<file path="src/rtl/evt_timer_pkg.sv">
package evt_timer_pkg;

  localparam logic [2:0] SEL_RISE  = 3'd1;
  localparam logic [2:0] SEL_FALL  = 3'd2;
  localparam logic [2:0] SEL_BOTH  = 3'd3;
  localparam logic [2:0] ADV_CLOCK = 3'd0;
  localparam logic [2:0] ADV_LEVEL = 3'd5;

  typedef struct packed {
    logic doZero;
    logic doLoad;
    logic doAdvance;
    logic doCapture;
  } tmrStrobes_t;

  // Shared edge-only decode used by load, zero and capture (and advance 1..3)
  function automatic logic edgeMatch(input logic [2:0] sel, input logic rise, input logic fall);
    case (sel)
      SEL_RISE: edgeMatch = rise;
      SEL_FALL: edgeMatch = fall;
      SEL_BOTH: edgeMatch = rise | fall;
      default:  edgeMatch = 1'b0;
    endcase
  endfunction

endpackage

</file>
<file path="src/rtl/evt_timer_ctrl.sv">
module evt_timer_ctrl
  import evt_timer_pkg::*;
#(
  parameter int SYNC_STAGES = 2
) (
  input  logic        clk,
  input  logic        rstN,
  input  logic        evtIn,
  input  logic [2:0]  advSel,
  input  logic [2:0]  loadSel,
  input  logic [2:0]  zeroSel,
  input  logic [2:0]  capSel,
  output tmrStrobes_t strb
);

  localparam int LAST = SYNC_STAGES - 1;

  logic [LAST:0] syncReg;
  logic          prevVal;
  logic          syncVal;
  logic          riseEvt;
  logic          fallEvt;

  always_ff @(posedge clk or negedge rstN) begin
    if (!rstN) begin
      syncReg <= '0;
      prevVal <= 1'b0;
    end else begin
      syncReg <= {syncReg[LAST-1:0], evtIn};
      prevVal <= syncReg[LAST];
    end
  end

  assign syncVal = syncReg[LAST];
  assign riseEvt = syncVal & ~prevVal;
  assign fallEvt = ~syncVal & prevVal;

  always_comb begin
    strb.doZero    = edgeMatch(zeroSel, riseEvt, fallEvt);
    strb.doLoad    = edgeMatch(loadSel, riseEvt, fallEvt);
    strb.doCapture = edgeMatch(capSel, riseEvt, fallEvt);
    case (advSel)
      ADV_CLOCK: strb.doAdvance = 1'b1;
      ADV_LEVEL: strb.doAdvance = syncVal;
      default:   strb.doAdvance = edgeMatch(advSel, riseEvt, fallEvt);
    endcase
  end

  AST_RISE_SINGLE: assert property (@(posedge clk) disable iff (!rstN)
    riseEvt |=> !riseEvt);
  AST_FALL_SINGLE: assert property (@(posedge clk) disable iff (!rstN)
    fallEvt |=> !fallEvt);

endmodule

</file>
<file path="src/rtl/evt_timer_dp.sv">
module evt_timer_dp
  import evt_timer_pkg::*;
#(
  parameter int WIDTH = 16
) (
  input  logic             clk,
  input  logic             rstN,
  input  tmrStrobes_t      strb,
  input  logic [WIDTH-1:0] loadVal,
  output logic [WIDTH-1:0] countOut,
  output logic [WIDTH-1:0] capVal,
  output logic             capPulse
);

  localparam logic [WIDTH-1:0] ONE = {{(WIDTH-1){1'b0}}, 1'b1};

  logic [WIDTH-1:0] countNext;

  always_comb begin
    if (strb.doZero)         countNext = '0;
    else if (strb.doLoad)    countNext = loadVal;
    else if (strb.doAdvance) countNext = countOut + ONE;
    else                     countNext = countOut;
  end

  always_ff @(posedge clk or negedge rstN) begin
    if (!rstN) begin
      countOut <= '0;
      capVal   <= '0;
      capPulse <= 1'b0;
    end else begin
      countOut <= countNext;
      capPulse <= strb.doCapture;
      if (strb.doCapture) capVal <= countOut;
    end
  end

  AST_ZERO_WINS: assert property (@(posedge clk) disable iff (!rstN)
    strb.doZero |=> countOut == '0);
  AST_LOAD_OVER_ADV: assert property (@(posedge clk) disable iff (!rstN)
    (strb.doLoad && !strb.doZero) |=> countOut == $past(loadVal));
  AST_STEP_ONE: assert property (@(posedge clk) disable iff (!rstN)
    (strb.doAdvance && !strb.doLoad && !strb.doZero) |=> countOut == $past(countOut) + ONE);
  AST_IDLE_HOLD: assert property (@(posedge clk) disable iff (!rstN)
    (strb == '0) |=> $stable(countOut));
  AST_CAP_PRE_VALUE: assert property (@(posedge clk) disable iff (!rstN)
    strb.doCapture |=> (capPulse && capVal == $past(countOut)));
  AST_CAP_QUIET: assert property (@(posedge clk) disable iff (!rstN)
    !strb.doCapture |=> (!capPulse && $stable(capVal)));

endmodule

</file>
<file path="src/rtl/evt_cond_timer.sv">
module evt_cond_timer
  import evt_timer_pkg::*;
#(
  parameter int WIDTH       = 16,
  parameter int SYNC_STAGES = 2
) (
  input  logic             clk,
  input  logic             rstN,
  input  logic             evtIn,
  input  logic [2:0]       advSel,
  input  logic [2:0]       loadSel,
  input  logic [2:0]       zeroSel,
  input  logic [2:0]       capSel,
  input  logic [WIDTH-1:0] loadVal,
  output logic [WIDTH-1:0] countOut,
  output logic [WIDTH-1:0] capVal,
  output logic             capPulse
);

  tmrStrobes_t strb;

  evt_timer_ctrl #(.SYNC_STAGES(SYNC_STAGES)) u_ctrl (
    .clk(clk), .rstN(rstN), .evtIn(evtIn),
    .advSel(advSel), .loadSel(loadSel), .zeroSel(zeroSel), .capSel(capSel),
    .strb(strb)
  );

  evt_timer_dp #(.WIDTH(WIDTH)) u_dp (
    .clk(clk), .rstN(rstN), .strb(strb), .loadVal(loadVal),
    .countOut(countOut), .capVal(capVal), .capPulse(capPulse)
  );

  AST_RESET_CLEAR: assert property (@(posedge clk)
    !rstN |=> (countOut == '0 || !rstN));

endmodule

</file>
<file path="config.mk">
export PLATFORM = sky130hd
export DESIGN_NAME = evt_cond_timer
export DESIGN_NICKNAME = d
export VERILOG_FILES = /design/src/rtl/evt_timer_pkg.sv /design/src/rtl/evt_timer_ctrl.sv /design/src/rtl/evt_timer_dp.sv /design/src/rtl/evt_cond_timer.sv
export SDC_FILE = /design/constraint.sdc
export NUM_CORES = 1
export LEC_CHECK = 0
export BUFFER_PORTS_ARGS = -buffer_cell sky130_fd_sc_hd__buf_2
export CAP_MARGIN = 10
export CORE_MARGIN = 8
export CORE_UTILIZATION = 53
export DETAILED_ROUTE_END_ITERATION = 12
export PLACE_DENSITY_LB_ADDON = 0.15
export SYNTH_ARGS = -nofsm -noshare
export SYNTH_HDL_FRONTEND = slang
export SYNTH_SLANG_ARGS = --single-unit
</file>
<file path="constraint.sdc">
create_clock -name clk -period 4.75 [get_ports clk]
set_input_delay 0.2375 -clock clk [delete_from_list [all_inputs] [get_ports clk]]
set_output_delay 0.2375 -clock clk [all_outputs]
set_load 0.005 [all_outputs]
</file>
==> Word-level counts from Yosys, hierarchy flattened <==
Cells that the tools add are included.
{ "totals": {"regBits": 36, "latch_bits": 0, "mem_bits_rw": 0, "mem_bits_ro": 0, "output_inout_bits": 33, "n_memories": 0} }
{ "op_classes": {"add_sub_neg": 1, "mul": 0, "div": 0, "magnitude_cmp": 0, "eq_ne": 13, "shift": 0, "muxes": 8, "bitwise": 5, "reduce_logical": 2} }
{ "ops": {"columns": ["cell", "count"], "rows": [
  ["16-bit two-way mux", 3],
  ["3-bit by 2-bit == test with 1-bit output (second input constant)", 8],
  ["16-bit by 1-bit adder with 16-bit output (second input constant)", 1],
  ["3-bit by 1-bit == test with 1-bit output (second input constant)", 4],
  ["1-bit one-hot mux with 3 select lines", 4],
  ["3-bit == test (second input constant)", 1],
  ["3-bit logical NOT", 1],
  ["3-bit nonzero test", 1],
  ["1-bit AND", 2],
  ["1-bit inverter", 2],
  ["1-bit one-hot mux with 2 select lines", 1],
  ["1-bit OR", 1]
]} }

==> Depth between registers and ports, before layout <==
{ "logic_depth": {"word_depth": 8, "mapped_depth": 9, "mapped_depth_nobuf": 7} }

==> Modules after synthesis <==
From an unflattened synthesis, not the netlist that was laid out.
{ "unflattened": {"hier_cells": 169, "area_unflattened_um2": 1793.0} }
{ "modules_own_cells": {"columns": ["mod", "n_inst", "cells_each", "area_each_um2"], "rows": [
  ["evt_timer_dp", 1, 141, 1550.2],
  ["evt_timer_ctrl", 1, 28, 242.7]
]} }

==> Worst setup path before layout <==
Ideal clock, no wire load.
{ "synth_timing": {"kind": "register to register", "start": "reg u_ctrl.syncReg[1]", "end": "reg u_dp.countOut[8]", "setup_ps": 126, "arrival_ps": 1904, "slack_ps": 2720, "path_stages_with_launch": 8, "n_path_buf": 1, "synth_period_minus_slack_ps": 2030, "cell_sequence": "dfrtp_1 > ha_1 > and2_1 > o41ai_4 > nand2b_1 > buf_6 > nor2_1 > a221o_1"} }
{ "synth_between": {"elab_chain_cells": 6, "elab_cells_between_ends": 11, "classes_between": "mux: 6; bitwise: 4; reduce/logical: 1"} }
{ "synth_rtl": {"columns": ["element", "line", "text"], "rows": [
  ["start, declared", "evt_timer_ctrl.sv:18", "logic [LAST:0] syncReg;"],
  ["start signal, assigned", "evt_timer_ctrl.sv:29", "syncReg <= {syncReg[LAST-1:0], evtIn};"],
  ["1-bit inverter", "evt_timer_ctrl.sv:36", "assign fallEvt = ~syncVal & prevVal;"],
  ["1-bit AND", "evt_timer_ctrl.sv:36", null],
  ["1-bit OR", "evt_timer_pkg.sv:21", "SEL_BOTH: edgeMatch = rise | fall;"],
  ["1-bit one-hot mux with 3 select lines", "evt_timer_pkg.sv:18", "case (sel)"],
  ["1-bit one-hot mux with 2 select lines or 16-bit two-way mux (tied branches)", "evt_timer_ctrl.sv:42, evt_timer_dp.sv:21", null],
  ["3-bit nonzero test (no source line) or 16-bit two-way mux (tied branches)", null, null],
  ["end signal, assigned", "evt_timer_dp.sv:32", "countOut <= countNext;"],
  ["end, declared", "evt_timer_dp.sv:10", "output logic [WIDTH-1:0] countOut,"]
]} }
Parallel ways exist; a longest one is shown, timed or not.
A chain may end at the register's enable or synchronous reset.

==> Final worst setup path <==
{ "layout_timing": {"start": "reg u_ctrl.syncReg[1]", "end": "reg u_dp.countOut[13]"} }
The elaborated chain is that of the path after synthesis.

==> flow_summary.yaml <==
final_layout:
  finalNonFillerCells: 283
  drive_gt1_share_pct: 41.8
  multi_input_gate_area_sq_um: 917
  layout_commonest_cell: "buf_2"
  nNetsFinal: 270
  regArea_sq_um: 901
  nFillCells: 305
  antenna_cells_inserted: 0
  mostFrequentLayoutCells: "buf_2 (63), dfrtp_1 (36), mux2_2 (16)"
  synthToLayoutAreaGrowth_pct: 23.7
floorplan:
  rows: 21
  die_area_sq_um: 5700
  design.core.area_sq_um: 3360
  die_y_microns: 75.5
  initial_core_util_pct: 55.8
  floorplan.die.width_microns: 75.5
  i_o_pins: 64
drt:
  remaining_drc_errors: 0
  viasPerCell: 5.70
  starting_drt_drc_count: 88
  firstDrtPassIters: 4
  antenna_violating_nets_post_route: 0
  num_vias: 1614
  detail_route.wirelength_mm: 4.84
  wire_per_inst_microns: 17.1
timing:
  report.final.slew_viol_count: 0
  layout_worst_path_cycle_share_pct: 54.8
  post_route_worst_hold_slack_ns: 0.0791
  grt_setup_unrepaired: "false"
  worst_slew_margin_rel_pct: 33.7
  timing_worst_slew_pin_value_ns: 0.994
  report.final.setup_viol: 0
  max_freq_mhz: 384
  finalCriticalPeriod_ns: 2.60
  final-hold-violation-count: 0
  setup_total_negative_slack_ns: 0
  skew_ns: 0.0156
logic_synthesis:
  synth_top_flop_cell: "dfrtp_1"
  ys_ff_latch: 36
  syn-num-nets: 202
  syn-cell-area_sq_um: 1880
  post_synth_num_cell_types: 39
  syn_inst: 168
  yosysWarningCount: 0
  syn-mean-instance-area_sq_um: 11.2
  seq_area_frac_synth_pct: 48.0
  synthArstFlopShare_pct: 100
  synth_enable_flop_cells: 0
clock_network:
  clock_tree.htree_level_count: 2
  clockBufferDepth: 2
  clkSlewWorstSetupHoldPaths_ns: 0.11
  numCtsBuffers: 5
  cts_tree: "yes"
  cts_num_sinks: 36
  insertion_delay_ns: 0.36
  clock_root_buffer: "clkbuf_4"
global_routing:
  grt_antenna_before_repair: 0
  globalRoute.totalOverflow: 0
  first_global_vias: 1672
  grt_first_pass_wirelength_mm: 7.78
  maximum_number_of_pins_on_one_net_before_global_route_repair: 37
  gr-usage-all-layers_pct: 18.0
setup_path:
  crit_chain: "ha_1 -> or2_0 -> a41oi_2 -> nand2b_1 -> or4_1 -> nand3_1"
  criticalPathCategory: "reg -> reg"
  critPathRequiredTime_ns: 5.05
  critPathTopFamily: "simple AND/OR/NAND/NOR gates"
  delay_of_the_slowest_cell_on_the_worst_path_ns: 0.59
  worstPathMaxFanout: 12
  critPathBufInv: 0
  cp.arrival_ns: 2.90
  timing.critical_path.from_type: "register"
  timing.critical_path.slowest_stage_cell: "or4_1"
  endpoint_kind: "register"
pwr:
  static-leakage-power_uw: 0.00112
  pwr_density_cell_nw_per_um2: 411
  vdd_drop_max_v: 0.000217
flow_run:
  maxCapViolations: 0
placement:
  detailed_place_hpwl_mm: 3.72
  placement.io_buffers: 63
  place.gp.congestion: 0.793
  placed_cells: 273
worst_hold_path:
  hp-class: "in -> reg"
run_status:
  run_status: "completed"
==> registers in the layout, summed over array words and instances, names as in the netlist <==
name            count
u_ctrl.syncReg      2
u_dp.capVal        16
u_dp.countOut      16
u_ctrl.prevVal      1
u_dp.capPulse       1
==> worst reg2reg max path, cell delays in order (launching register included) <==
cell      delay (ns)
dfrtp_1         0.45
ha_1            0.26
or2_0           0.24
a41oi_2         0.52
nand2b_1        0.40
or4_1           0.60
nand3_1         0.10
==> cell families (layout without fill, tap and decap cells) <==
kind of cell | count (synthesis) | count (layout) | share of synthesized area, %
AO/OA/AOI/OAI | 34 | 34 | 16.4
XOR/XNOR | 8 | 8 | 3.73
adder cells (fa/ha/maj) | 3 | 3 | 2.00
buffers and inverters | 12 | 81 | 3.13
flip-flops | 36 | 36 | 48.0
multiplexers | 17 | 17 | 10.1
AND/OR/NAND/NOR | 58 | 58 | 16.6
==> layout make-up <==
type / instances / area share [%]
timing repair buffer: 65 / 14.4
clock buffer: 5 / 1.62
inverter: 8 / 1.29
sequential: 36 / 38.8
tap: 46 / 2.48
multi-input combinational: 120 / 39.5
clock inverter: 3 / 1.83
==> through the flow <==
step	total power [uW]	cell area (sq um)	worst slack (ns)	util [%]
CTS	964	2320	2.17	69.0
floorplan	599	1880	2.72	-
detailed placement	745	2220	2.17	66.0
global route	1010	2320	1.99	69.0
finish	953	2320	2.15	69.0
global placement	730	2220	2.29	66.0
==> synthesized netlist by cell type (2+ instances only) <==
master / n / share of area (%)
a221o_1: 3 / 1.6
nand3_1: 6 / 1.6
a21oi_2: 2 / 0.93
xor2_1: 8 / 3.7
o211ai_1: 9 / 3.6
nand4_1: 2 / 0.67
buf_2: 2 / 0.53
or2_2: 3 / 1.0
mux2_2: 16 / 9.6
a211oi_1: 3 / 1.2
nor3_1: 5 / 1.3
and2_1: 2 / 0.67
o21ai_0: 7 / 1.9
ha_1: 3 / 2.0
nor2_1: 12 / 2.4
dfrtp_1: 36 / 48
o311a_1: 4 / 2.1
inv_1: 8 / 1.6
or4_1: 3 / 1.2
nand2_1: 15 / 3.0
==> metal layers <==
layer,track usage (%),vias up,wire length (microns)
li1,-,755,-
met1,21.6,784,2050
met2,29.1,69,2330
met3,6.05,6,400
met4,7.04,0,65
met5,0,-,0
==> where the power goes <==
group | leakage, uW | switching, uW | internal (uW) | total (uW)
combinational | 0.000615 | 127 | 147 | 274
clock | 0.0000412 | 108 | 110 | 217
sequential | 0.000461 | 74.1 | 387 | 461
total | 0.00112 | 309 | 644 | 953
==> final timing paths <==
check,startpoint,endpoint,slack [ns],cells after the start
min in group asynchronous,rstN,u_dp.capVal[6],0.48,2
max reg2reg,u_ctrl.syncReg[1],u_dp.countOut[13],2.15,6
min,loadVal[9],u_dp.countOut[9],0.08,3
min reg2reg,u_ctrl.syncReg[0],u_ctrl.syncReg[1],0.37,0
max in group asynchronous,rstN,u_dp.capVal[3],3.77,2
max,u_ctrl.syncReg[1],u_dp.countOut[13],2.15,6
==> timing repair <==
item                       4_1_cts  5_1_grt
hold buffers                     2        0
setup buffers                    0        0
hold endpoints to repair        37        0
setup endpoints to repair        0        0
resized for setup                0        0
No activity file was read; power rests on OpenSTA's default activity.
